**config.mk**
```make
export PLATFORM = sky130hd
export DESIGN_NAME = ssram_core
export DESIGN_NICKNAME = d
export VERILOG_FILES = /design/src/rtl/ssram_pkg.sv /design/src/rtl/ssram_ctrl.sv /design/src/rtl/ssram_array.sv /design/src/rtl/ssram_outstage.sv /design/src/rtl/ssram_core.sv
export SDC_FILE = /design/constraint.sdc
export NUM_CORES = 1
export LEC_CHECK = 0
export CORE_ASPECT_RATIO = 1.25
export CORE_MARGIN = 3
export CORE_UTILIZATION = 57
export DETAILED_ROUTE_END_ITERATION = 6
export DONT_BUFFER_PORTS = 1
export GPL_TIMING_DRIVEN = 0
export PLACE_DENSITY = 0.85
export SYNTH_ARGS = -nofsm -noshare
export SYNTH_HDL_FRONTEND = slang
export SYNTH_SLANG_ARGS = --single-unit
```
**constraint.sdc**
```tcl
create_clock -name clk -period 2 [get_ports clk]
set_input_delay 0.2 -clock clk [delete_from_list [all_inputs] [get_ports clk]]
set_output_delay 0.2 -clock clk [all_outputs]
set_load 0.01 [all_outputs]
```
**src/rtl/ssram_pkg.sv**
```systemverilog
`timescale 1ns/1ps
package ssram_pkg;
    localparam int LANE_W = 8;

    typedef enum logic [1:0] {
        CMD_IDLE  = 2'd0,
        CMD_READ  = 2'd1,
        CMD_WRITE = 2'd2
    } cmd_e;
endpackage

```
**src/rtl/ssram_ctrl.sv**
```systemverilog
`timescale 1ns/1ps
module ssram_ctrl
    import ssram_pkg::*;
#(
    parameter int AW = 4,
    parameter int NB = 4
) (
    input  logic          clk,
    input  logic          rst_n,
    input  logic [AW-1:0] addr,
    input  logic [NB-1:0] bw_n,
    input  logic          bwe_n,
    input  logic          gw_n,
    input  logic          desel,
    input  logic          sleep,
    output logic [NB-1:0] we_lane,
    output logic          rd_q,
    output logic [AW-1:0] raddr_q
);
    typedef struct packed {
        logic          rd;
        logic [AW-1:0] addr;
    } st_t;

    st_t  st_d, st_q;
    cmd_e cmd;

    // Command decode and lane write enables
    always_comb begin
        cmd = CMD_IDLE;
        if (!sleep && !desel) begin
            cmd = (!gw_n || !bwe_n) ? CMD_WRITE : CMD_READ;
        end
        for (int b = 0; b < NB; b++) begin
            we_lane[b] = (cmd == CMD_WRITE) && (!gw_n || (!bwe_n && !bw_n[b]));
        end
        st_d.rd   = (cmd == CMD_READ);
        st_d.addr = addr;
    end

    always_ff @(posedge clk or negedge rst_n) begin
        if (!rst_n) begin
            st_q <= '0;
        end else begin
            st_q <= st_d;
        end
    end

    assign rd_q    = st_q.rd;
    assign raddr_q = st_q.addr;
endmodule

```
**src/rtl/ssram_array.sv**
```systemverilog
`timescale 1ns/1ps
module ssram_array
    import ssram_pkg::*;
#(
    parameter int AW = 4,
    parameter int NB = 4
) (
    input  logic                 clk,
    input  logic [NB-1:0]        we_lane,
    input  logic [AW-1:0]        waddr,
    input  logic [NB*LANE_W-1:0] wdata,
    input  logic [AW-1:0]        raddr,
    output logic [NB*LANE_W-1:0] rdata
);
    localparam int DEPTH = 1 << AW;

    for (genvar b = 0; b < NB; b++) begin : g_lane
        logic [LANE_W-1:0] mem [DEPTH];

        always_ff @(posedge clk) begin
            if (we_lane[b]) begin
                mem[waddr] <= wdata[b*LANE_W +: LANE_W];
            end
        end

        assign rdata[b*LANE_W +: LANE_W] = mem[raddr];
    end
endmodule

```
**src/rtl/ssram_outstage.sv**
```systemverilog
`timescale 1ns/1ps
module ssram_outstage #(
    parameter int W = 32
) (
    input  logic         clk,
    input  logic         rst_n,
    input  logic [W-1:0] arr_data,
    input  logic         rd_q,
    input  logic         pipe_mode,
    input  logic         oe_n,
    input  logic         sleep,
    output logic [W-1:0] rdata,
    output logic         dq_oe
);
    typedef struct packed {
        logic         v;
        logic [W-1:0] d;
    } st_t;

    st_t          st_d, st_q;
    logic         v_sel;
    logic [W-1:0] d_sel;

    always_comb begin
        st_d.v = rd_q;
        st_d.d = arr_data;
    end

    always_ff @(posedge clk or negedge rst_n) begin
        if (!rst_n) begin
            st_q <= '0;
        end else begin
            st_q <= st_d;
        end
    end

    // Mode select and combinational drive gating
    always_comb begin
        v_sel = pipe_mode ? st_q.v : rd_q;
        d_sel = pipe_mode ? st_q.d : arr_data;
        dq_oe = v_sel && !oe_n && !sleep;
        rdata = dq_oe ? d_sel : '0;
    end
endmodule

```
**src/rtl/ssram_core.sv**
```systemverilog
`timescale 1ns/1ps
module ssram_core
    import ssram_pkg::*;
#(
    parameter int AW = 4,
    parameter int NB = 4
) (
    input  logic                 clk,
    input  logic                 rst_n,
    input  logic [AW-1:0]        addr,
    input  logic [NB*LANE_W-1:0] wdata,
    input  logic [NB-1:0]        bw_n,
    input  logic                 bwe_n,
    input  logic                 gw_n,
    input  logic                 desel,
    input  logic                 pipe_mode,
    input  logic                 oe_n,
    input  logic                 sleep,
    output logic [NB*LANE_W-1:0] rdata,
    output logic                 dq_oe
);
    localparam int W = NB * LANE_W;

    logic [NB-1:0] we_lane;
    logic          rd_q;
    logic [AW-1:0] raddr_q;
    logic [W-1:0]  arr_data;

    ssram_ctrl #(.AW(AW), .NB(NB)) u_ctrl (
        .clk     (clk),
        .rst_n   (rst_n),
        .addr    (addr),
        .bw_n    (bw_n),
        .bwe_n   (bwe_n),
        .gw_n    (gw_n),
        .desel   (desel),
        .sleep   (sleep),
        .we_lane (we_lane),
        .rd_q    (rd_q),
        .raddr_q (raddr_q)
    );

    ssram_array #(.AW(AW), .NB(NB)) u_array (
        .clk     (clk),
        .we_lane (we_lane),
        .waddr   (addr),
        .wdata   (wdata),
        .raddr   (raddr_q),
        .rdata   (arr_data)
    );

    ssram_outstage #(.W(W)) u_out (
        .clk       (clk),
        .rst_n     (rst_n),
        .arr_data  (arr_data),
        .rd_q      (rd_q),
        .pipe_mode (pipe_mode),
        .oe_n      (oe_n),
        .sleep     (sleep),
        .rdata     (rdata),
        .dq_oe     (dq_oe)
    );
endmodule

```
* Word level (Yosys, flattened, before mapping)
Memories as Yosys holds them, arrays and structs flattened.
Index checks and enable logic that the tools add are counted.
** Storage, ports and cells
- Memories kept :: 4
- Output and inout port bits :: 33
- Logic and storage cells :: 48
- Memory bits (writable) :: 512
- Bits in registers :: 38
- Input bits :: 48
** Cells by class
- Muxes and demuxes :: 13
- Equality and inequality tests :: 2
- Reduce and logical (&&, ||, !) cells :: 25
** Memories
- u_array.g_lane[0].mem :: words 16, width 8, rd ports 1, clocked after memory_dff 0, wr ports 1, RTL line ssram_array.sv:18 : logic [LANE_W-1:0] mem [DEPTH];
- u_array.g_lane[1].mem :: words 16, width 8, rd ports 1, clocked after memory_dff 0, wr ports 1, RTL line ssram_array.sv:18
- u_array.g_lane[2].mem :: words 16, width 8, rd ports 1, clocked after memory_dff 0, wr ports 1, RTL line ssram_array.sv:18
- u_array.g_lane[3].mem :: words 16, width 8, rd ports 1, clocked after memory_dff 0, wr ports 1, RTL line ssram_array.sv:18
** Operators by type and width (count)
- $mux W32 :: 2
- $logic_and A1 B1 Y1 :: 11
- $logic_not A1 Y1 :: 9
- $mux W1 :: 9
- $logic_or A1 B1 Y1 :: 5
- $mux W2 :: 2
- $eq A2 B1 Y1 const B :: 1
- $eq A2 B2 Y1 const B :: 1

* Longest topological paths before layout
- Depth in word-level cells :: 8
- Gate-level depth with buffers :: 7

* Cells and area by module
From an unflattened synthesis, not the netlist that was laid out.
** Second synthesis, totals
- Cells, all modules :: 999
- Area total of the unflattened synthesis :: 21361.7 sq um
** Modules (own cells, without submodules)
- ssram_array :: cells an instance 873, times used 1, area an instance 19603.8 sq um
- ssram_outstage :: cells an instance 111, times used 1, area an instance 1575.3 sq um
- ssram_ctrl :: cells an instance 15, times used 1, area an instance 182.7 sq um

* Worst setup path before layout
Ideal clock, no wire load.
- Path kind :: register to output
- Start point :: reg u_ctrl.st_q (netlist bit u_ctrl.raddr_q[0])
- End point :: out rdata[14]
- Arrival :: 1.698 ns
- Path buffers :: 2
- Slack :: 0.102 ns
- Stages on the path, launching flop included :: 7
- Data required time :: 1.800 ns
- Cell sequence :: dfrtp_1 buf_2 buf_2 mux2_2 o22ai_1 o22ai_2 a22o_1
** Between the ends
- Word-level cells in the longest chain between the ends :: 3
** Ends and longest elaborated chain
- start, declared :: RTL line ssram_ctrl.sv:25 : st_t st_d, st_q;
- start signal, assigned :: RTL line ssram_ctrl.sv:45 : st_q <= st_d;
- $mem_v2 Z16 W8
- net arr_data[14] :: RTL line ssram_core.sv:27 : logic [W-1:0] arr_data;
- $mux W32 :: RTL line ssram_outstage.sv:40 : d_sel = pipe_mode ? st_q.d : arr_data;
- $mux W32 :: RTL line ssram_outstage.sv:42 : rdata = dq_oe ? d_sel : '0;
- end, declared :: RTL line ssram_core.sv:19 : output logic [NB*LANE_W-1:0] rdata,
The timed path passes the listed nets, and every way through them passes these cells.

* Worst setup path in the final report
- Start point :: reg u_ctrl.st_q (netlist bit u_ctrl.raddr_q[0])
- End point :: out rdata[30]
The elaborated chain is that of the path after synthesis.

==> summary.md <==
| Metric | Value |
|---|---|
| Status | `finished with violations` |
| Failing checks | `setup timing` |
| Detailed-route wire length | `59.1 mm` |
| CP startpoint kind | `register` |
| Maximum vdd ir drop | `0.683 mV` |
| Area post-placement | `0.0220 sq mm` |
| Yosys top cell area share | `0.717` |
| Crit-path max FO | `10` |
| Synthesized instance count | `1109` |
| Reg area | `0.0163 sq mm` |
| R2r endpoint | `u_out.st_q[30]` |
| Cell with the most instances after synthesis | `edfxtp_1` |
| Antenna Violating Nets Remaining | `0` |
| Row count | `78` |
| Layout cell share with drive strength beyond 1 | `0.331` |
| Max clock buf depth | `3` |
| R2R Setup Slk | `0.07 ns` |
| Synthesized flop and latch total | `550` |
| Syn Area/Cell | `19.3 sq um` |
| # nets final | `1262` |
| Arrival time at the worst endpoint | `2.53 ns` |
| Total iterations of the first detailed-routing run | `7` |
| Clock sink total | `550` |
| H-Tree Level Count | `2` |
| Largest net degree at the start of global routing | `39` |
| Die height | `223 um` |
| Setup CP Type | `reg -> out` |
| P&R area growth vs syn | `17.4%` |
| Leakage | `8.19 nW` |
| Post-synthesis instance area | `0.0214 sq mm` |
| Period utilization | `1.37` |
| Max cap viols | `0` |
| Root Driver | `clkbuf_16` |
| Clk_skew | `0.0206 ns` |
| DP Wirelength | `33.1 mm` |
| Synth Flop Type | `edfxtp_1` |
| Fmax | `366 MHz` |
| Worst hold slack | `0.208 ns` |
| CTS tree | `done` |
| Overall Power | `0.0237 W` |
| Worst-Skew Late Latency | `0.58 ns` |
| Top post-synthesis cells by count | `edfxtp_1, nor2_1, mux2i_1` |
| Netlist cell types | `29` |
| Final GP Congestion | `0.879` |
| Initial antenna violation count | `3` |
| Min Tclk post-route | `2.73 ns` |
| DR DRC count | `0` |
| Sequential element share of the synthesized area | `0.762` |
| Avg WL per Cell | `34.0 um` |
| Initial Util | `0.584` |
| P per Cell Area | `943 mW/mm^2` |
| Iteration-0 DRC Markers | `1970` |
| Design area | `0.0252 sq mm` |
| Final-report hold violation count | `0` |
| Reg2Reg Launch Point | `u_ctrl.raddr_q[0]` |
| WP data required | `1.80 ns` |
| Placed insts | `1590` |
| RSZ-0062 raised after global routing | `true` |
| Synth Warn # | `0` |
| PortBufs | `0` |
| Synth Net Count | `1157` |
| GRT Total Usage | `0.285` |
| Vias per cell | `7.10` |
| Clock edge transition at the registers on the reported setup and hold paths | `0.08 ns` |
| Slew @ Worst Pin | `1.24 ns` |
| Number of global-route vias before repair | `12.5k` |
| Max-slew violations | `0` |
| Footprint of the multi-input gates | `0.00535 sq mm` |
| CP Capture Type | `output pin` |
| Final setup viols | `32` |
| Worst setup path startpoint | `u_ctrl.raddr_q[0]` |
| Hold Crit Class | `in -> async` |
| First-pass GRT wire length | `83.8 mm` |
| Die Area | `0.0400 sq mm` |
| Total CTS buffers | `48` |
| Gr ovfl total | `0` |
| Via count | `12.3k` |
| Slew HR | `0.168` |
| Filler cells | `2098` |
| Final std cells w/o fill | `1735` |
| Main area contributors after synthesis | `edfxtp_1, mux4_2, dfrtp_1, mux2_2, mux2i_1` |
| Io pins | `81` |
| Post-synth EDFFs | `512` |
| Synth area leader | `edfxtp_1` |
| Core ar. | `0.0367 sq mm` |
| Die width | `179 um` |
| Worst reg2reg path depth | `7` |
| Async set or reset register ratio after synthesis | `0.0691` |
| Final worst setup slack | `-0.731 ns` |
## per-stage QoR
step | utilization | TNS [ns] | setup slack (ns)
6_report | 0.686 | -21.14 | -0.731
5_1_grt | 0.686 | -22.76 | -0.779
4_1_cts | 0.679 | -20.32 | -0.668
3_5_place_dp | 0.601 | -250.83 | -0.880
3_3_place_gp | 0.600 | -228.79 | -1.08
2_1_floorplan | - | 0 | 0.102
## cell usage in the layout (no fill, tap or decap), types with 16 or more instances in the layout
cell           netlist  layout
buf_12               0      16
nor2_2               0      50
mux2i_1             65      62
edfxtp_1           512     512
mux4_2              64      64
clkbuf_16            0      50
clkbuf_1            36      24
dfrtp_1             38      37
a22o_1              32      32
o22ai_2             32      47
mux2_2              62      63
nor2_1              99      35
dlygate4sd3_1        0      39
a221o_1             32      32
## state kept, by name, indices dropped and copies added (netlist names)
signal	cells
u_array.g_lane.mem	512
u_ctrl.rd_q	1
u_out.st_q	33
u_ctrl.raddr_q	4
## worst max-delay path by stage
stage,to,slack [ns],cells past startpoint
final,rdata[30],-0.73,7
after global routing,rdata[30],-0.78,7
after detailed placement,rdata[26],-0.88,7
after global placement,rdata[19],-1.08,4
after floorplan,rdata[14],0.10,6
after CTS,rdata[1],-0.67,7
## area by class of cell
class	count	share of cell area
tap	480	0.0239
inverter	1	0.000298
antenna	3	0.000298
clock inverter	23	0.00925
buffer	62	0.0272
sequential	550	0.649
multi-input combinational	491	0.212
clock buffer	65	0.0519
timing repair buffer	60	0.0262
## where the power goes
part | total (W) | switching (W) | internal [W]
combinational | 0.00163 | 0.000982 | 0.000647
clock | 0.00931 | 0.00408 | 0.00523
sequential | 0.0128 | 0.0000584 | 0.0127
total | 0.0237 | 0.00512 | 0.0186
## layer usage
| layer | up-vias | share of wire | track usage | routed length, um |
|---|---|---|---|---|
| met1 | 6225 | 0.33 | 0.342 | 19400 |
| li1 | 4722 | - | - | - |
| met3 | 259 | 0.11 | 0.0702 | 6580 |
| met5 | - | 0.00014 | 0 | 8 |
| met2 | 1113 | 0.50 | 0.485 | 29600 |
| met4 | 2 | 0.058 | 0.143 | 3430 |
## worst max-delay path, cell delays in order (launching register included)
cell and delay (ns):
dfrtp_2 0.44, buf_12 0.17, buf_12 0.17, buf_12 0.17, mux2_2 0.37, o21ai_2 0.19
o22ai_2 0.15, a22o_1 0.28
## kinds of logic (layout without fill, tap and decap cells)
kind of cell,count (synthesis),after routing,share of synthesized area
flops,550,550,0.762
mux,193,193,0.131
compound gates,164,164,0.0644
simple gates,134,134,0.0253
buf+inv,68,211,0.0173
other cells,0,3,0
## what timing repair did
| action | in CTS | in global routing |
|---|---|---|
| endpoints found under the setup margin | 161 | 307 |
| hold buffers | 40 | 0 |
| gates resized for setup | 217 | 68 |
| pin swaps | 20 | 18 |
| endpoints found under the hold margin | 555 | 0 |
| gates cloned | 5 | 1 |
| buffers inserted | 9 | 5 |
No activity file was read; power rests on OpenSTA's default activity.
